**config.mk**
```make
export PLATFORM = sky130hd
export DESIGN_NAME = ctx_status_tracker
export DESIGN_NICKNAME = d
export VERILOG_FILES = /design/src/rtl/ctx_status_pkg.sv /design/src/rtl/ctx_dirty_policy.sv /design/src/rtl/ctx_field.sv /design/src/rtl/ctx_status_tracker.sv
export SDC_FILE = /design/constraint.sdc
export NUM_CORES = 1
export LEC_CHECK = 0
export BUFFER_PORTS_ARGS = -buffer_cell sky130_fd_sc_hd__buf_2
export CORE_AREA = 2 2 39 41
export CTS_CLUSTER_SIZE = 30
export DETAILED_ROUTE_END_ITERATION = 8
export DIE_AREA = 0 0 41 43
export SLEW_MARGIN = 20
export SYNTH_ARGS = -nofsm -noshare
export SYNTH_HDL_FRONTEND = slang
export SYNTH_HIERARCHICAL = 1
export SYNTH_SLANG_ARGS = --single-unit
```
**constraint.sdc**
```tcl
create_clock -name clk -period 0.9 [get_ports clk]
set_input_delay 0.09 -clock clk [delete_from_list [all_inputs] [get_ports clk]]
set_output_delay 0.09 -clock clk [all_outputs]
set_load 0.1 [all_outputs]
```
**src/rtl/ctx_status_pkg.sv**
```systemverilog
package ctx_status_pkg;

    localparam int unsigned CTX_W = 2;

    typedef enum logic [CTX_W-1:0] {
        CTX_OFF   = 2'd0,
        CTX_INIT  = 2'd1,
        CTX_CLEAN = 2'd2,
        CTX_DIRTY = 2'd3
    } ctx_state_e;

    typedef enum logic [1:0] {
        POL_PRECISE    = 2'd0,
        POL_CAN_FLAG   = 2'd1,
        POL_ANY_OP     = 2'd2,
        POL_FLAG_MADE  = 2'd3
    } dirty_policy_e;

    typedef struct packed {
        logic retire;
        logic can_flag;
        logic flag_raised;
        logic changed;
    } ctx_event_t;

    // Value stored on a software write, honouring the reduced-state option.
    function automatic ctx_state_e csr_store(input logic reduced, input logic [CTX_W-1:0] val);
        if (reduced && (val == CTX_INIT || val == CTX_CLEAN))
            return CTX_DIRTY;
        return ctx_state_e'(val);
    endfunction

endpackage

```
**src/rtl/ctx_dirty_policy.sv**
```systemverilog
module ctx_dirty_policy
    import ctx_status_pkg::*;
#(
    parameter dirty_policy_e POLICY = POL_PRECISE
) (
    input  ctx_event_t ev,
    output logic       mark_dirty
);
    logic hit;

    generate
        if (POLICY == POL_PRECISE) begin : g_precise
            assign hit = ev.changed;
        end else if (POLICY == POL_CAN_FLAG) begin : g_can_flag
            assign hit = ev.changed | ev.can_flag;
        end else if (POLICY == POL_ANY_OP) begin : g_any_op
            assign hit = 1'b1;
        end else begin : g_flag_made
            assign hit = ev.changed | ev.flag_raised;
        end
    endgenerate

    assign mark_dirty = ev.retire & hit;
endmodule

```
**src/rtl/ctx_field.sv**
```systemverilog
module ctx_field
    import ctx_status_pkg::*;
#(
    parameter bit            PRESENT = 1'b1,
    parameter bit            REDUCED = 1'b0,
    parameter dirty_policy_e POLICY  = POL_PRECISE
) (
    input  logic             clk,
    input  logic             rst,
    input  ctx_event_t       ev,
    input  logic             wr_en,
    input  logic [CTX_W-1:0] wr_val,
    output ctx_state_e       state
);
    generate
        if (PRESENT) begin : g_present
            logic       mark;
            ctx_state_e state_q;
            ctx_state_e state_d;

            ctx_dirty_policy #(.POLICY(POLICY)) u_policy (
                .ev        (ev),
                .mark_dirty(mark)
            );

            always_comb begin
                state_d = state_q;
                if (wr_en)
                    state_d = csr_store(REDUCED, wr_val);
                else if (mark && state_q != CTX_OFF)
                    state_d = CTX_DIRTY;
            end

            always_ff @(posedge clk) begin
                if (rst) state_q <= CTX_OFF;
                else     state_q <= state_d;
            end

            assign state = state_q;

            assert_sticky_R9: assert property (@(posedge clk) disable iff (rst)
                (state_q == CTX_DIRTY && !wr_en) |=> state_q == CTX_DIRTY);

            assert_off_hold_R10: assert property (@(posedge clk) disable iff (rst)
                (state_q == CTX_OFF && !wr_en) |=> state_q == CTX_OFF);

            assert_idle_R13: assert property (@(posedge clk) disable iff (rst)
                (!ev.retire && !wr_en) |=> $stable(state_q));

            if (REDUCED) begin : g_red_chk
                assert_two_state_R3: assert property (@(posedge clk) disable iff (rst)
                    state_q == CTX_OFF || state_q == CTX_DIRTY);
            end else begin : g_full_chk
                assert_write_wins_R11: assert property (@(posedge clk) disable iff (rst)
                    wr_en |=> state_q == ctx_state_e'($past(wr_val)));
            end
        end else begin : g_absent
            assign state = CTX_OFF;
        end
    endgenerate
endmodule

```
**src/rtl/ctx_status_tracker.sv**
```systemverilog
module ctx_status_tracker
    import ctx_status_pkg::*;
#(
    parameter bit            FP_PRESENT  = 1'b1,
    parameter bit            VEC_PRESENT = 1'b1,
    parameter bit            REDUCED     = 1'b0,
    parameter dirty_policy_e POLICY      = POL_PRECISE
) (
    input  logic             clk,
    input  logic             rst,
    input  logic             fp_retire,
    input  logic             fp_can_flag,
    input  logic             fp_flag_raised,
    input  logic             fp_state_changed,
    input  logic             vec_retire,
    input  logic             vec_can_flag,
    input  logic             vec_flag_raised,
    input  logic             vec_state_changed,
    input  logic             csr_wr_en,
    input  logic [CTX_W-1:0] csr_wr_fs,
    input  logic [CTX_W-1:0] csr_wr_vs,
    output logic [CTX_W-1:0] fs_o,
    output logic [CTX_W-1:0] vs_o,
    output logic             sd_o
);
    localparam int unsigned NFIELD = 2;
    localparam bit [NFIELD-1:0] PRESENT_MAP = {VEC_PRESENT, FP_PRESENT};

    ctx_event_t       ev     [NFIELD];
    logic [CTX_W-1:0] wr_val [NFIELD];
    ctx_state_e       st     [NFIELD];

    assign ev[0]     = '{retire: fp_retire, can_flag: fp_can_flag,
                         flag_raised: fp_flag_raised, changed: fp_state_changed};
    assign ev[1]     = '{retire: vec_retire, can_flag: vec_can_flag,
                         flag_raised: vec_flag_raised, changed: vec_state_changed};
    assign wr_val[0] = csr_wr_fs;
    assign wr_val[1] = csr_wr_vs;

    generate
        for (genvar i = 0; i < NFIELD; i++) begin : g_field
            ctx_field #(
                .PRESENT(PRESENT_MAP[i]),
                .REDUCED(REDUCED),
                .POLICY (POLICY)
            ) u_field (
                .clk   (clk),
                .rst   (rst),
                .ev    (ev[i]),
                .wr_en (csr_wr_en),
                .wr_val(wr_val[i]),
                .state (st[i])
            );
        end
    endgenerate

    assign fs_o = st[0];
    assign vs_o = st[1];
    assign sd_o = (st[0] == CTX_DIRTY) || (st[1] == CTX_DIRTY);

    assert_summary_sticky_R12: assert property (@(posedge clk) disable iff (rst)
        (sd_o && !csr_wr_en) |=> sd_o);

    assert_reset_off_R1: assert property (@(posedge clk)
        rst |=> (fs_o == CTX_OFF && vs_o == CTX_OFF && !sd_o));
endmodule

```
* Word level (Yosys, flattened, before mapping)
Cells that the tools add are included.
** Word-level totals
- Register bits :: 4
- Word-level logic and storage cells :: 17
** Operators by class
- Equality and inequality tests :: 2
- Mux-type cells :: 4
- Bitwise gates (word level) :: 2
- Reductions and logical operators :: 7
** Operators by type and width (count)
- $mux W2 :: 4
- $reduce_bool A2 Y1 :: 4
- $eq A2 B2 Y1 const B :: 2
- $and A1 B1 Y1 :: 2
- $logic_and A1 B1 Y1 :: 2
- $logic_or A1 B1 Y1 :: 1

* Depth between registers and ports, before layout
- Depth after elaboration :: 4
- Depth in mapped cells :: 3
- Mapped depth without buffers :: 3

* By module
Netlist, hierarchy kept.
** By module, submodules not included
- ctx_field :: instances 2, cells an instance 8, area each 77.6 sq um, seq. area each 40.0 sq um
- ctx_dirty_policy :: instances 2, cells an instance 1, area each 6.3 sq um, seq. area each 0.0 sq um
- ctx_status_tracker :: instances 1, cells an instance 1, area each 8.8 sq um, seq. area each 0.0 sq um

* Worst setup path after synthesis
No wires, ideal clock.
- Path kind :: register to output
- From :: register g_field[0].u_field.g_present.state_q[1]
- To :: output sd_o
- Arrival :: 1.872 ns
- Slack :: -1.062 ns
- Cell stages (with the launch flop) :: 2
- Path through :: dfxtp_1 a22o_1
** On the way
- Cells in the longest elaborated chain, start to end :: 2
** Ends and longest elaborated chain
- from (decl) :: RTL line ctx_field.sv:18 : ctx_state_e state_q;
- from (signal assigned) :: RTL line ctx_field.sv:36 : else state_q <= state_d;
- $eq A2 B2 Y1 :: RTL line ctx_status_tracker.sv:59 : assign sd_o = (st[0] == CTX_DIRTY) || (st[1] == CTX_DIRTY);
- $logic_or A1 B1 Y1 :: RTL line ctx_status_tracker.sv:59
- to (decl) :: RTL line ctx_status_tracker.sv:24 : output logic sd_o
Every way passes these cells.

* Worst setup path after layout
Ends and elaborated chain as after synthesis.

==> impl_results.md <==
- Relative slew slack: 87.94%
- Row count: 14
- Setup violators final: 4
- WP data arrival: 0.98 ns
- Crit path depth: 2
- Crit Path Class: flop to output pin
- Count of cell types in the netlist: 6
- Min-Delay Path Depth: 2
- Placed Cells incl. Taps: 50
- Fin. max-slew vios: 0
- LEAKAGE: around 0.18 nW
- Die Span X: a little over 40 µm
- Pin count of the biggest net entering global routing: 9
- Max reg flops: 4
- Grt total ovfl: 0
- GRT Total Usage: 7.538%
- Yosys warns: 6
- Reg2reg start: g_field[0].u_field/state[1]
- RSZ-0062 raised after global routing: true
- Cts bufs inserted: 3
- Syn Std Cell Area: roughly 180 µm²
- CTS H-tree depth: 1
- Hold Vio Cnt, Final: 0
- Avg Cell Area, Syn: about 9.3 µm²
- First-pass DRT Iterations: 2
- Post-DRT Antenna Nets: 0
- Synthesized net count: 34
- RePlAce Congestion: just over 0.7
- I/O pin count: 20
- Starting Density: about an eighth
- CP top delay family: flip-flops
- Hold Path Class: input port to flop
- Clock latency on the worst-skew pair: 0.23 ns
- CP startpoint kind: flop
- Antenna violations before repair: 0
- Via density: a little under 4
- Worst hold slack: between 0.07 and 0.08 ns
- Hold Path End: g_field[1].u_field/state[0]
- Peak supply drop: around 460 µV
- Req. time, crit path: 0.81 ns
- Layout cells sized above 1: approximately 70%
- FF-to-FF End: g_field[0].u_field/state[0]
- Area Growth Syn to Fin: 145.4%
- Setup slack after placement: roughly 0.036 ns
- Post-route insts no fill: between 50 and 60
- Reg2reg setup slack: -0.04 ns
- Worst R2R Path Depth: 4
- Hold Crit Start: rst
- Max incr delay on CP: 0.33 ns
- Post-synth top area share: 45.39%
- Top cell type by total area after synthesis: dfxtp_1
- Crit path buffers/inverters: 1
- Port bufs: 15
- Initial DRC count: 1
- Synth Instances: 19
- Post-route cell area: approximately 430 µm²
- Worst Setup End Kind: output pin
- Period utilisation layout: 119.3%
- Max stage delay cell, worst path: dfxtp_4
- Failing checks: negative setup slack
- Crit-path cells: a22o_4 > buf_12
- Core area: around 0.0014 mm²
- Critical Path Fanout Max: 2
- First-pass GRT wire length: 772 µm
- Number of max-cap violations: 0
- PD cells: between 1500 and 2000 mW/mm²
- Drt drc: 0
- Max Clock Skew: approximately 0.000018 ns
- CTS tree: yes
- Yosys reg bits: 4
- Main area contributors after synthesis: dfxtp_1 (45%), a211oi_1 (17%), nor2b_1 (14%), nor3_1 (11%), and2_1 (7.1%)
- Final nets: 57
- Root buf cell: clkbuf_4
- DIE AREA: 0.001763 mm²
- WL per Instance: ~9 µm
- Final Critical Period: 1.074 ns
- Vias in the first global route: approximately 210
- CTS sink count: 4
- Die height: 43 µm
- Number of antenna diodes: 0
- Final WL: 513 µm
- Setup ws final: -0.1740 ns
- Via Count: 220
- Area post-placement: roughly 370 µm²
- CTS Buffer Depth: 2
- Sequential cell area fraction in the yosys report: between 40% and 50%
- Fmax: between 900 and 1000 MHz
- CTS clk-pin slew, worst paths: around 0.030 ns
- Least-Margin Pin Slew: between 0.15 and 0.2 ns
- Status: finished with violations
- Finished Core Util: a little under a third
[layer usage]
| layer | GRT usage (%) | routed length, µm | up-vias | share of wire [%] |
|---|---|---|---|---|
| met2 | 9.375 | 263 | 12 | 51 |
| met3 | 3.141 | 45 | 0 | 8.8 |
| li1 | - | - | 117 | - |
| met1 | 6.774 | 204 | 91 | 40 |
| met5 | 0 | 0 | - | 0 |
| met4 | 12.00 | 0 | 0 | 0 |
[where the power goes]
| part | total, W | internal (W) | switching [W] |
|---|---|---|---|
| logic | 0.000280 | 0.000116 | 0.000163 |
| clock network | 0.000213 | 0.000149 | 0.0000640 |
| registers | 0.000207 | 0.000190 | 0.0000173 |
| total | 0.000700 | 0.000455 | 0.000245 |
[cells by family after synthesis]
group	share of synthesized area [%]
flip-flops	45.39
AO/OA/AOI/OAI	21.99
AND/OR/NAND/NOR	32.62
[metrics by stage]
stage / setup TNS [ns] / power [W]
2_1_floorplan: -0.09145 / 0.0003581
3_3_place_gp: 0 / 0.0004619
3_5_place_dp: 0 / 0.0004642
4_1_cts: -0.3029 / 0.0007009
5_1_grt: -0.5454 / 0.0007293
6_report: -0.4158 / 0.0006996
[repair_timing]
item / in CTS / in global routing
endpoints found under the setup margin: 1 / 4
buffers inserted: 2 / 2
hold buffers: 0 / 0
pin swaps: 1 / 0
gates resized for setup: 1 / 4
[how the worst max path moves through the flow]
stage	startpoint	end
after floorplan	g_field[0].u_field/state[0]	sd_o
after global placement	g_field[0].u_field/state[0]	sd_o
after detailed placement	g_field[0].u_field/state[0]	sd_o
after CTS	g_field[0].u_field/state[1]	sd_o
after global routing	g_field[0].u_field/state[1]	sd_o
final	g_field[0].u_field/state[1]	sd_o
[placed cells by master (no fill, tap or decap)]
cell / synthesis / final
buf_2: 0 / 10
buf_12: 0 / 5
nor2b_1: 4 / 4
nor3_1: 4 / 4
dfxtp_4: 0 / 4
clkbuf_4: 0 / 3
a211oi_2: 0 / 2
and2_1: 2 / 2
a211oi_1: 4 / 2
buf_6: 0 / 2
a22o_4: 0 / 1
buf_4: 0 / 1
[layout make-up]
cell class | count | area, µm²
fill | 136 | 950.9
timing repair buffer | 18 | 180.2
multi-input combinational | 15 | 115.1
sequential | 4 | 95.09
clock buffer | 3 | 22.52
tap | 16 | 20.02
[Yosys cell counts]
master,count
and2_1,2
a211oi_1,4
nor3_1,4
a22o_1,1
dfxtp_1,4
nor2b_1,4
[worst register-to-register path, stage by stage, from the launching register on]
cell and delay, ns:
dfxtp_4 0.33, buf_4 0.13, buf_6 0.12, a211oi_2 0.17, nor3_1 0.07
(Power assumes the default switching activity.)
